### config.mk
export PLATFORM = sky130hd
export DESIGN_NAME = ucpu_core
export DESIGN_NICKNAME = d
export VERILOG_FILES = /design/src/rtl/ucpu_pkg.sv /design/src/rtl/ucpu_alu.sv /design/src/rtl/ucpu_regfile.sv /design/src/rtl/ucpu_core.sv
export SDC_FILE = /design/constraint.sdc
export NUM_CORES = 1
export LEC_CHECK = 0
export ABC_CLOCK_PERIOD_IN_PS = 2500
export BUFFER_PORTS_ARGS = -buffer_cell sky130_fd_sc_hd__buf_2
export CORE_ASPECT_RATIO = 0.6
export CORE_MARGIN = 3
export CORE_UTILIZATION = 60
export DETAILED_ROUTE_END_ITERATION = 8
export PLACE_DENSITY = 0.79
export SLEW_MARGIN = 5
export SYNTH_ARGS = -nofsm -noshare
export SYNTH_HDL_FRONTEND = slang
export SYNTH_SLANG_ARGS = --single-unit
### constraint.sdc
create_clock -name clk -period 2.5 [get_ports clk]
set_input_delay 0.125 -clock clk [delete_from_list [all_inputs] [get_ports clk]]
set_output_delay 0.125 -clock clk [all_outputs]
set_load 0.01 [all_outputs]
### src/rtl/ucpu_pkg.sv
package ucpu_pkg;

    typedef enum logic [4:0] {
        S_FETCH_ADDR, S_FETCH_RD, S_FETCH_CAP, S_FETCH_IR, S_IP_INC, S_DECODE,
        S_ADD_OPA, S_ADD_MAR, S_ADD_RD, S_ADD_CAP, S_ADD_OPB, S_ADD_ALU,
        S_ADD_FLAGS, S_ADD_WB,
        S_LD_MAR, S_LD_RD, S_LD_CAP, S_LD_WB,
        S_ST_MAR, S_ST_MDR, S_ST_WR,
        S_JMP, S_HALT
    } ustate_e;

    localparam logic [3:0] OPC_HALT  = 4'd0;
    localparam logic [3:0] OPC_LOAD  = 4'd1;
    localparam logic [3:0] OPC_STORE = 4'd2;
    localparam logic [3:0] OPC_ADD   = 4'd3;
    localparam logic [3:0] OPC_JUMP  = 4'd4;

    typedef struct packed {
        logic ovf;
        logic carry;
        logic zero;
        logic sign;
    } flags_t;

endpackage

### src/rtl/ucpu_alu.sv
module ucpu_alu
    import ucpu_pkg::*;
#(
    parameter int WORD_W = 16
) (
    input  logic [WORD_W-1:0] op_a,
    input  logic [WORD_W-1:0] op_b,
    output logic [WORD_W-1:0] sum,
    output flags_t            flags
);
    logic [WORD_W:0] wide;

    always_comb begin
        wide        = {1'b0, op_a} + {1'b0, op_b};
        sum         = wide[WORD_W-1:0];
        flags.carry = wide[WORD_W];
        flags.zero  = (wide[WORD_W-1:0] == '0);
        flags.sign  = wide[WORD_W-1];
        flags.ovf   = (op_a[WORD_W-1] == op_b[WORD_W-1]) &&
                      (wide[WORD_W-1] != op_a[WORD_W-1]);
    end
endmodule

### src/rtl/ucpu_regfile.sv
module ucpu_regfile #(
    parameter int WORD_W = 16,
    parameter int REG_N  = 4,
    localparam int SEL_W = $clog2(REG_N)
) (
    input  logic              clk,
    input  logic              rst_n,
    input  logic              wr_en,
    input  logic [SEL_W-1:0]  wr_sel,
    input  logic [WORD_W-1:0] wr_data,
    input  logic [SEL_W-1:0]  rd_sel,
    output logic [WORD_W-1:0] rd_data
);
    logic [WORD_W-1:0] regs [REG_N];

    generate
        for (genvar g = 0; g < REG_N; g++) begin : g_reg
            always_ff @(posedge clk or negedge rst_n) begin
                if (!rst_n)
                    regs[g] <= '0;
                else if (wr_en && wr_sel == SEL_W'(g))
                    regs[g] <= wr_data;
            end
        end
    endgenerate

    assign rd_data = regs[rd_sel];
endmodule

### src/rtl/ucpu_core.sv
module ucpu_core
    import ucpu_pkg::*;
#(
    parameter int WORD_W = 16,
    parameter int OPC_W  = 4,
    parameter int REG_N  = 4,
    parameter int STEP_W = 4,
    localparam int SEL_W  = $clog2(REG_N),
    localparam int ADDR_W = WORD_W - OPC_W - SEL_W
) (
    input  logic              clk,
    input  logic              rst_n,
    output logic [ADDR_W-1:0] mem_addr,
    output logic [WORD_W-1:0] mem_wdata,
    input  logic [WORD_W-1:0] mem_rdata,
    output logic              mem_we,
    output logic              halted,
    output logic [STEP_W-1:0] dbg_step,
    output logic [ADDR_W-1:0] dbg_ip,
    output logic [3:0]        dbg_flags
);
    ustate_e           state, nxt;
    logic [STEP_W-1:0] step;
    logic [ADDR_W-1:0] ip, mar;
    logic [WORD_W-1:0] ir, mdr, opa, opb, res;
    flags_t            flags, fl_tmp, alu_flags;
    logic [WORD_W-1:0] alu_sum, rf_rdata, rf_wdata;
    logic              rf_we;

    wire [OPC_W-1:0]  ir_opc  = ir[WORD_W-1 -: OPC_W];
    wire [SEL_W-1:0]  ir_sel  = ir[ADDR_W +: SEL_W];
    wire [ADDR_W-1:0] ir_addr = ir[ADDR_W-1:0];

    ucpu_alu #(.WORD_W(WORD_W)) u_alu (
        .op_a(opa), .op_b(opb), .sum(alu_sum), .flags(alu_flags)
    );

    assign rf_we    = (state == S_ADD_WB) || (state == S_LD_WB);
    assign rf_wdata = (state == S_ADD_WB) ? res : mdr;

    ucpu_regfile #(.WORD_W(WORD_W), .REG_N(REG_N)) u_rf (
        .clk(clk), .rst_n(rst_n), .wr_en(rf_we), .wr_sel(ir_sel),
        .wr_data(rf_wdata), .rd_sel(ir_sel), .rd_data(rf_rdata)
    );

    // next-state logic
    always_comb begin
        nxt = state;
        unique case (state)
            S_FETCH_ADDR: nxt = S_FETCH_RD;
            S_FETCH_RD:   nxt = S_FETCH_CAP;
            S_FETCH_CAP:  nxt = S_FETCH_IR;
            S_FETCH_IR:   nxt = S_IP_INC;
            S_IP_INC:     nxt = S_DECODE;
            S_DECODE: begin
                if      (ir_opc == OPC_W'(OPC_ADD))   nxt = S_ADD_OPA;
                else if (ir_opc == OPC_W'(OPC_LOAD))  nxt = S_LD_MAR;
                else if (ir_opc == OPC_W'(OPC_STORE)) nxt = S_ST_MAR;
                else if (ir_opc == OPC_W'(OPC_JUMP))  nxt = S_JMP;
                else                                  nxt = S_HALT;
            end
            S_ADD_OPA:    nxt = S_ADD_MAR;
            S_ADD_MAR:    nxt = S_ADD_RD;
            S_ADD_RD:     nxt = S_ADD_CAP;
            S_ADD_CAP:    nxt = S_ADD_OPB;
            S_ADD_OPB:    nxt = S_ADD_ALU;
            S_ADD_ALU:    nxt = S_ADD_FLAGS;
            S_ADD_FLAGS:  nxt = S_ADD_WB;
            S_ADD_WB:     nxt = S_FETCH_ADDR;
            S_LD_MAR:     nxt = S_LD_RD;
            S_LD_RD:      nxt = S_LD_CAP;
            S_LD_CAP:     nxt = S_LD_WB;
            S_LD_WB:      nxt = S_FETCH_ADDR;
            S_ST_MAR:     nxt = S_ST_MDR;
            S_ST_MDR:     nxt = S_ST_WR;
            S_ST_WR:      nxt = S_FETCH_ADDR;
            S_JMP:        nxt = S_FETCH_ADDR;
            S_HALT:       nxt = S_HALT;
            default:      nxt = S_HALT;
        endcase
    end

    // state register and micro-step index
    always_ff @(posedge clk or negedge rst_n) begin
        if (!rst_n) begin
            state <= S_FETCH_ADDR;
            step  <= '0;
        end else begin
            state <= nxt;
            if (nxt == S_FETCH_ADDR) step <= '0;
            else if (state != S_HALT) step <= step + 1'b1;
        end
    end

    // datapath registers driven by the current micro-step
    always_ff @(posedge clk or negedge rst_n) begin
        if (!rst_n) begin
            ip <= '0; mar <= '0; ir <= '0; mdr <= '0;
            opa <= '0; opb <= '0; res <= '0;
            flags <= '0; fl_tmp <= '0;
        end else begin
            unique case (state)
                S_FETCH_ADDR: mar <= ip;
                S_FETCH_CAP:  mdr <= mem_rdata;
                S_FETCH_IR:   ir  <= mdr;
                S_IP_INC:     ip  <= ip + 1'b1;
                S_ADD_OPA:    opa <= rf_rdata;
                S_ADD_MAR, S_LD_MAR, S_ST_MAR: mar <= ir_addr;
                S_ADD_CAP, S_LD_CAP:           mdr <= mem_rdata;
                S_ADD_OPB:    opb <= mdr;
                S_ADD_ALU: begin
                    res    <= alu_sum;
                    fl_tmp <= alu_flags;
                end
                S_ADD_FLAGS:  flags <= fl_tmp;
                S_LD_WB: begin
                    flags.zero <= (mdr == '0);
                    flags.sign <= mdr[WORD_W-1];
                end
                S_ST_MDR:     mdr <= rf_rdata;
                S_JMP:        ip  <= ir_addr;
                default: ;
            endcase
        end
    end

    assign mem_addr  = mar;
    assign mem_wdata = mdr;
    assign mem_we    = (state == S_ST_WR);
    assign halted    = (state == S_HALT);
    assign dbg_step  = step;
    assign dbg_ip    = ip;
    assign dbg_flags = flags;
endmodule

-- Yosys cells after proc, flatten, opt, wreduce, memory -nomap -nowiden
Index checks and enable logic that the tools add are counted.
Widths: inputs -> output; s select.
- flip-flop bits (word level): 181
- bits in latches: 0
- memory bits (writable): 0
- memory bits (read-only): 0
- input bits: 18
- output and inout port bits: 46
- word-level logic and storage cells: 92
- memories: 0
- $add $sub $neg: 3
- multipliers: 0
- divide/modulo/power cells: 0
- $lt $le $gt $ge: 1
- eq/ne operators: 32
- shift-type cells: 0
- mux-type cells: 15
- bitwise operators: 1
- reductions and logical operators: 19
- operator list (operator ; number):
    $pmux 5 s19 ; 1
    $mux 16 ; 3
    $eq 5x4->1 const B ; 8
    $pmux 10 s2 ; 2
    $eq 5x5->1 const B ; 7
    $bmux 16 s2 ; 1
    $logic_not 16->1 ; 2
    $pmux 16 s2 ; 1
    $eq 5x3->1 const B ; 4
    $add 16x16->17 ; 1
    $add 10x1->10 const B ; 1
    $eq 5x2->1 const B ; 2
    $logic_not 5->1 ; 2
    $mux 5 ; 2
    $reduce_bool 2->1 ; 5
    $eq 4x2->1 const B ; 2
    $mux 4 ; 2
    $reduce_or 3->1 ; 2
    $eq 5x1->1 const B ; 1
    $logic_and 1x1->1 ; 5
    $ne 5x5->1 const B ; 1
    $add 4x1->4 const B ; 1
    $eq 2x2->1 const B ; 2
    $eq 4x1->1 const B ; 1
    12 further kinds ; 12

-- Logic depth before layout (Yosys ltp)
Gate-level depths: netlist of run 1.
- depth in word-level cells: 8
- mapped depth: 11
- gate-level depth less buffers: 10

-- Cells and area by module
A second synthesis of run 1 with hierarchy kept.
- cells, all modules: 694
- area total of the unflattened synthesis: 9230.1 µm²
- modules (own cells, without submodules) (module ; times used ; cells an instance ; area an instance (µm²) ; sequential area each (µm²)):
    ucpu_core ; 1 ; 418 ; 5507.8 ; 2927.8
    ucpu_regfile ; 1 ; 156 ; 2792.7 ; 1601.5
    ucpu_alu ; 1 ; 120 ; 929.6 ; 0.0

-- Least setup slack after synthesis of run 1
OpenSTA, ideal clock, no wires.
- path kind: register to register
- from: register opa[0]
- to: register fl_tmp[1] (netlist bit)
- library setup time: 0.092 ns
- arrival time: 2.200 ns
- required time: 2.408 ns
- path slack: 0.209 ns
- stages on the path, launching flop included: 11
- buffers on the path: 0
- period minus slack after synthesis: 2.291 ns
- cell sequence: dfrtp_1 ha_1 inv_1 fa_1 nand2b_1 a21oi_1 o311ai_1 a21o_1 a311oi_1 nand3b_1 o31ai_2
- word-level cells in the longest chain between the ends: 2
- ends and longest elaborated chain (item ; RTL line ; RTL):
    start: declaration ; ucpu_core.sv:25 ; logic [WORD_W-1:0] ir, mdr, opa, opb, res;
    start signal: assignment ; ucpu_core.sv:107 ; S_ADD_OPA: opa <= rf_rdata;
    $add 16x16->17 ; ucpu_alu.sv:14 ; wide = {1'b0, op_a} + {1'b0, op_b};
    $logic_not 16->1 ; ucpu_alu.sv:17 ; flags.zero = (wide[WORD_W-1:0] == '0);
    end signal: assignment ; ucpu_core.sv:113 ; fl_tmp <= alu_flags;
    end: declaration ; ucpu_core.sv:26 ; flags_t flags, fl_tmp, alu_flags;
No other way between the ends.
A chain may end at the register's enable or synchronous reset.

-- Final worst setup path of run 1
Same ends and word-level chain as after synthesis.

==> results of run 1 <==
per-stage QoR:
| stage | cell area [µm²] | setup TNS [ns] |
|---|---|---|
| detailed placement | 9419 | -0.01708 |
| finish | 10330 | -0.1901 |
| CTS | 10140 | 0 |
| global route | 10330 | -0.3019 |
| floorplan | 8741 | 0 |
| global placement | 9419 | 0 |
what timing repair did:
item / CTS / global route
endpoints found under the setup margin: 1 / 3
gates resized for setup: 6 / 25
cloned: 0 / 0
endpoints found under the hold margin: 60 / 0
pin swaps: 0 / 14
setup buffers: 0 / 8
hold buffers: 7 / 0
critical path: cells and delay by family (launching register included):
kind	cells	cell delay (ns)
AOI/OAI and AO/OA	2	0.47
buffers and inverters	2	0.21
DFF	1	0.36
and+or+nand+nor	3	0.66
xor gates and xnor gates	1	0.32
adders and majority gates	2	0.57
cell type report:
cell class                 instances  share of cell area, %
multi-input combinational        573                  40.34
sequential                       180                  43.58
clock inverter                    13                  1.525
timing repair buffer             109                  7.264
tap                              192                  2.324
inverter                          16                 0.5811
clock buffer                      19                  4.383
layout by cell type (no fill, tap or decap), types with 7 or more instances in the layout:
cell	count
sky130_fd_sc_hd__a21oi_1	97
sky130_fd_sc_hd__a22oi_1	12
sky130_fd_sc_hd__a31oi_1	7
sky130_fd_sc_hd__buf_2	62
sky130_fd_sc_hd__buf_4	33
sky130_fd_sc_hd__clkbuf_16	17
sky130_fd_sc_hd__dfrtp_1	180
sky130_fd_sc_hd__dlygate4sd3_1	7
sky130_fd_sc_hd__ha_1	11
sky130_fd_sc_hd__inv_1	15
sky130_fd_sc_hd__mux2_2	56
sky130_fd_sc_hd__mux2i_1	33
sky130_fd_sc_hd__mux4_2	16
sky130_fd_sc_hd__nand2_1	65
sky130_fd_sc_hd__nand3_1	9
sky130_fd_sc_hd__nor2_1	115
sky130_fd_sc_hd__o21ai_0	27
sky130_fd_sc_hd__xnor2_1	15
power by group through the flow:
stage / sequential [mW] / combinational, mW / clock (mW)
2_1_floorplan: 5.04 / 3.95 / 0
3_3_place_gp: 5.19 / 5.41 / 0
3_5_place_dp: 5.31 / 5.68 / 0
4_1_cts: 5.30 / 5.80 / 2.77
5_1_grt: 5.49 / 6.75 / 2.90
6_report: 5.34 / 6.23 / 2.74
final timing paths:
check	from	to	slack, ns	cells past startpoint
min in group asynchronous	rst_n	state[3]$_DFF_PN0_	0.23	2
min	mem_rdata[4]	mem_wdata[4]$_DFFE_PN0P_	0.01	3
max	opa[0]$_DFFE_PN0P_	fl_tmp[1]$_DFFE_PN0P_	-0.19	10
max reg2reg	opa[0]$_DFFE_PN0P_	fl_tmp[1]$_DFFE_PN0P_	-0.19	10
min reg2reg	mem_addr[9]$_DFFE_PN0P_	mem_addr[9]$_DFFE_PN0P_	0.48	2
max in group asynchronous	rst_n	opa[15]$_DFFE_PN0P_	1.55	3
state kept, by name, summed over array words and instances (netlist names):
| name | flops |
|---|---|
| u_rf.regs | 64 |
| ir | 16 |
| mem_wdata | 16 |
| opa | 16 |
| opb | 16 |
| res | 16 |
| dbg_ip | 10 |
| mem_addr | 10 |
| state | 5 |
| dbg_flags | 4 |
| dbg_step | 4 |
| fl_tmp | 3 |
per-layer routing:
layer	part of all wire [%]	vias to the layer above	global-route usage (%)
met2	48	315	45.66
li1	-	3087	-
met4	1.4	0	6.881
met1	43	3527	41.58
met3	8.1	37	7.449
met5	0	-	0
kinds of logic after synthesis:
family / share of synthesized area (%)
mux: 15.12
compound gates: 12.47
xor+xnor: 2.004
buf+inv: 2.992
simple gates: 13.08
fa+ha+maj: 2.806
flops: 51.53
==> run metrics, run 1 <==
outcome finished with violations; failing checks negative setup slack; average wire length per cell after detail routing 21.19 µm; clock tree root driver cell sky130_fd_sc_hd__clkbuf_16; worst setup slack before clock tree synthesis -0.01708 ns; setup repair after global routing missed its margin yes; residual antenna-violating net count after detailed routing 0; GPL Wtd Cong 0.9522; die outline width 161.8 µm; PwrDens 1386 nW/µm²; vias per inst 6.321; number of buffers created by CTS 17; number of cells in the finished layout apart from fillers 1102; master of the slowest instance on the critical path sky130_fd_sc_hd__fa_2; TritonCTS sink count 180; Synth Instances 812; overall via count from detail_route 6966; portion of the post-synthesis area used by sequential elements 51.53%; commonest cells in the synthesized netlist sky130_fd_sc_hd__dfrtp_1, sky130_fd_sc_hd__nor2_1, sky130_fd_sc_hd__a21oi_1, sky130_fd_sc_hd__nand2_1, sky130_fd_sc_hd__mux2_2; sequential group share of total power 37.3%; maximum number of pins on one net before global-route repair 59; worst slew margin relative to its limit 53.00%; Yosys Warn Count 0; global route total overflow 0; ratio of cells with drive above 1 in the final layout 26.59%; most repeated cell in the gate-level netlist after synthesis sky130_fd_sc_hd__dfrtp_1; Critical Path Source Type flop; P_int 8.408 mW; diodes inserted 0; area occupied by registers 4504 µm²; count of input and output buffers 63; arrival time reported for the critical path endpoint 3.02 ns; first-pass GRT wire length 36310 µm; CTS tree built; Static Leakage 4.559 nW; GRT Resource Usage Total 29.13%; Initial DRT Pass Iterations 6; half-perimeter wire length after detailed placement 15960 µm; register bit total from synthesis 180; worst path required time 2.83 ns; cell type contributing the most total cell area after synthesis sky130_fd_sc_hd__dfrtp_1; setup-violating endpoint count in the final report 1; count of standard-cell rows 33; pin slew with the least headroom to its limit 0.7023 ns; part of the total power dissipated in combinational logic 43.5%; H-tree lvl count 4; area of the multi-input gates 4169 µm²; utilization of the core after routing 74.05%; clock latency on the worst-skew pair 0.43 ns; Layout fillers 959; fraction of power consumed by the clock network 19.2%; Layout area overhead 18.24%; switching component of the power 5.911 mW; die span in y 99.50 µm; effective utilization at floorplan 62.63%; buffer depth of the longest clock path 2; clock-pin slew on the worst setup and hold paths 0.07 ns; Fin. Hold Viols 0; vias in the first global route 6716; maximum fanout along the worst path 2; final critical-path setup slack -0.1901 ns; number of enable-type register cells in the synthesized netlist 0; share of flip-flops with an asynchronous set or reset 100.0%; Placed Cells incl. Taps 1055; maximum clock frequency 371.7 MHz; fin crit share 107.6%; most area-consuming cells after synthesis sky130_fd_sc_hd__dfrtp_1, sky130_fd_sc_hd__mux2_2, sky130_fd_sc_hd__a21oi_1, sky130_fd_sc_hd__nor2_1, sky130_fd_sc_hd__mux4_2; maxcap violations 0; class of the tightest hold or removal check input pin to flop; number of distinct standard cells referenced by the synthesized netlist 67; class of the most critical setup path flop to flop; drt drc 0; Top Ports 64; Max Clock Skew 0.01481 ns; final slew viol count 0; crit path cell chain ha_2 > inv_2 > fa_2 > buf_4 > xor2_1 > nand4bb_1 > nand3b_1 > a2111oi_4 > nand4_1 > o31ai_2; overall die area 16100 µm²; Peak supply drop 0.5505 mV; Hold WS 0.01167 ns; Final Total Pwr 14.32 mW; area of the mapped netlist 8741 µm²; per-instance average area after synthesis 10.76 µm²; final layout net count 934; fraction of synthesized cell area taken by the top area cell type 51.53%; Crit path largest cell delay 0.38 ns; Top FF cell, synth sky130_fd_sc_hd__dfrtp_1; antenna violations before repair 0; routed wire length 23360 µm; Worst Setup End Kind flop; minimum clock period 2.690 ns; iteration-0 DRC count of the detailed router 618; Core Area 13960 µm²; Net Count, Synth 849; fraction of power spent switching nets 41.28%
Note: power is estimated with default switching activity, not from simulation.
==> inputs of run 2 (changes only) <==
--- a/config.mk
+++ b/config.mk
@@ -12,6 +12,7 @@
 export CORE_UTILIZATION = 60
 export DETAILED_ROUTE_END_ITERATION = 8
 export PLACE_DENSITY = 0.79
+export REMOVE_ABC_BUFFERS = 1
 export SLEW_MARGIN = 5
 export SYNTH_ARGS = -nofsm -noshare
 export SYNTH_HDL_FRONTEND = slang
==> run 2 against run 1 <==
- the run now ends clean
- critical endpoint unchanged
- flip-flop and latch count stayed put
- total power decreased by 2.3%
- maximum frequency increased by 7.8%
- clock power fell by 1%
- first-iteration DRC count is 5.5% higher
- worst setup slack gained 0.19 ns
- via count fell by 2.5%
- wire length is 4.0% lower
- highest routed layer unchanged
- global-route usage shrank 0.27 points
- largest cell class unchanged
- core utilization is 0.65 points lower
==> run metrics, run 2 (synthesis results as in run 1) <==
Worst Setup End Kind flop; setup-violating endpoint count in the final report 0 (-1); class of the tightest hold or removal check input pin to flop; count of standard-cell rows 33 (unchanged); final layout net count 935 (+0.11%); Peak supply drop 0.6059 mV (+10%); minimum clock period 2.495 ns (-0.1946 ns); final critical-path setup slack 0.004505 ns (+0.1946 ns); TritonCTS sink count 180 (unchanged); Fin. Hold Viols 0 (unchanged); overall via count from detail_route 6794 (-2.5%); arrival time reported for the critical path endpoint 2.84 ns (-0.18 ns); GRT Resource Usage Total 28.87% (-0.27 points); most frequent cells in the layout sky130_fd_sc_hd__dfrtp_1, sky130_fd_sc_hd__nor2_1, sky130_fd_sc_hd__a21oi_1; number of buffers created by CTS 17 (unchanged); setup_tns 0 ns (+0.1901 ns); maximum clock frequency 400.7 MHz (+7.8%); crit path cell chain ha_2 > inv_1 > fa_2 > nand2b_4 > a21oi_2 > buf_4 > o311ai_2 > a21o_1 > a311oi_2 > nand3b_1 > o31ai_2; number of cells in the finished layout apart from fillers 1103 (+0.091%); worst setup slack before clock tree synthesis -0.09625 ns (-0.07917 ns); Max Clock Skew 0.01280 ns (-0.002010 ns); first-pass GRT wire length 36360 µm (+0.13%); maximum fanout along the worst path 4 (+2); PwrDens 1366 nW/µm² (-1.4%); Static Leakage 4.555 nW (about the same); fin crit share 99.82% (-7.8 points); clock latency on the worst-skew pair 0.44 ns (about the same); Crit path largest cell delay 0.38 ns (about the same); Initial DRT Pass Iterations 6 (unchanged); setup repair after global routing missed its margin yes; CTS tree built; vias per inst 6.160 (-2.6%); worst path required time 2.84 ns (about the same); die outline width 161.8 µm (unchanged); drt drc 0 (unchanged); GPL Wtd Cong 0.9873 (+3.7%); Layout fillers 996 (+3.9%); pin slew with the least headroom to its limit 0.7107 ns (+0.008339 ns); Biggest register u_rf.regs; count of input and output buffers 63 (unchanged); overall die area 16100 µm² (unchanged); outcome finished, final reports clean; average wire length per cell after detail routing 20.33 µm (-4.1%); master of the slowest instance on the critical path sky130_fd_sc_hd__dfrtp_1; half-perimeter wire length after detailed placement 15590 µm (-2.3%); vias in the first global route 6865 (+2.2%); maxcap violations 0 (unchanged); clock-pin slew on the worst setup and hold paths 0.07 ns (about the same); Layout area overhead 17.19%; diodes inserted 0 (unchanged); class of the most critical setup path flop to flop; routed wire length 22420 µm (-4.0%); Final Total Pwr 14.00 mW (-2.3%); Core Area 13960 µm² (unchanged); buffer depth of the longest clock path 2 (unchanged); ratio of cells with drive above 1 in the final layout 25.80% (-0.80 points); maximum number of pins on one net before global-route repair 78 (+32%); Top Ports 64 (unchanged); most common cell after layout, fill and taps aside sky130_fd_sc_hd__dfrtp_1; final slew viol count 0 (unchanged); post-placement cell area 9415 µm² (about the same); clock tree root driver cell sky130_fd_sc_hd__clkbuf_16; worst slew margin relative to its limit 52.19% (-0.82 points); effective utilization at floorplan 62.63% (unchanged); H-tree lvl count 4 (unchanged); residual antenna-violating net count after detailed routing 0 (unchanged); Critical Path Source Type flop; Placed Cells incl. Taps 1057 (+0.19%); iteration-0 DRC count of the detailed router 652 (+5.5%); Hold WS 0.005304 ns (-0.006365 ns); area of all placed cells without fillers 10240 µm² (-0.88%); max FFs per register 64 (unchanged); global route total overflow 0 (unchanged); antenna violations before repair 0 (unchanged); utilization of the core after routing 73.40% (-0.65 points); die span in y 99.50 µm (unchanged)
-- run 2: final timing paths --
path | start | to | slack, ns | depth (start not counted)
max | opa[0]$_DFFE_PN0P_ | fl_tmp[1]$_DFFE_PN0P_ | 0.005 | 11
min | mem_rdata[10] | mem_wdata[10]$_DFFE_PN0P_ | 0.005 | 3
max reg2reg | opa[0]$_DFFE_PN0P_ | fl_tmp[1]$_DFFE_PN0P_ | 0.005 | 11
min reg2reg | mem_addr[7]$_DFFE_PN0P_ | mem_addr[7]$_DFFE_PN0P_ | 0.47 | 2
max in group asynchronous | rst_n | opb[13]$_DFFE_PN0P_ | 1.48 | 3
min in group asynchronous | rst_n | res[2]$_DFFE_PN0P_ | 0.21 | 2
-- run 2: cell type report --
class	instances	area, µm²	area share [%]
sequential	180	4504	43.97
multi-input combinational	573	4124	40.26
timing repair buffer	110	724.4	7.072
clock buffer	19	452.9	4.422
tap	192	240.2	2.345
clock inverter	13	137.6	1.344
inverter	16	60.06	0.5863
-- run 2: critical path: cells and delay by family (launching register included) --
family | cells | cell delay (ns)
AO/OA/AOI/OAI | 5 | 0.98
adder cells (fa/ha/maj) | 2 | 0.54
flip-flops | 1 | 0.38
AND/OR/NAND/NOR | 2 | 0.29
buffers and inverters | 2 | 0.20
-- run 2: metal layers --
metal / wire [µm] / vias up / share of wire (%) / GRT usage (%)
met5: 0 / - / 0 / 0
met3: 1447 / 41 / 6.5 / 6.159
li1: - / 3079 / - / -
met4: 384 / 0 / 1.7 / 8.519
met1: 10050 / 3407 / 45 / 40.97
met2: 10530 / 267 / 47 / 45.60
-- run 2: repair_timing --
| action | CTS | global route |
|---|---|---|
| resized for setup | 4 | 15 |
| hold endpoints to repair | 61 | 1 |
| setup buffers | 0 | 4 |
| endpoints found under the setup margin | 1 | 3 |
| pin swaps | 1 | 5 |
| hold buffers | 9 | 1 |
| gates cloned | 0 | 0 |
-- run 2: where the power goes --
part	total, mW	switching (mW)	leakage, nW	internal, mW
registers	5.29	1.10	2.25	4.19
clock network	2.70	1.23	0.291	1.46
logic	6.01	3.37	2.01	2.64
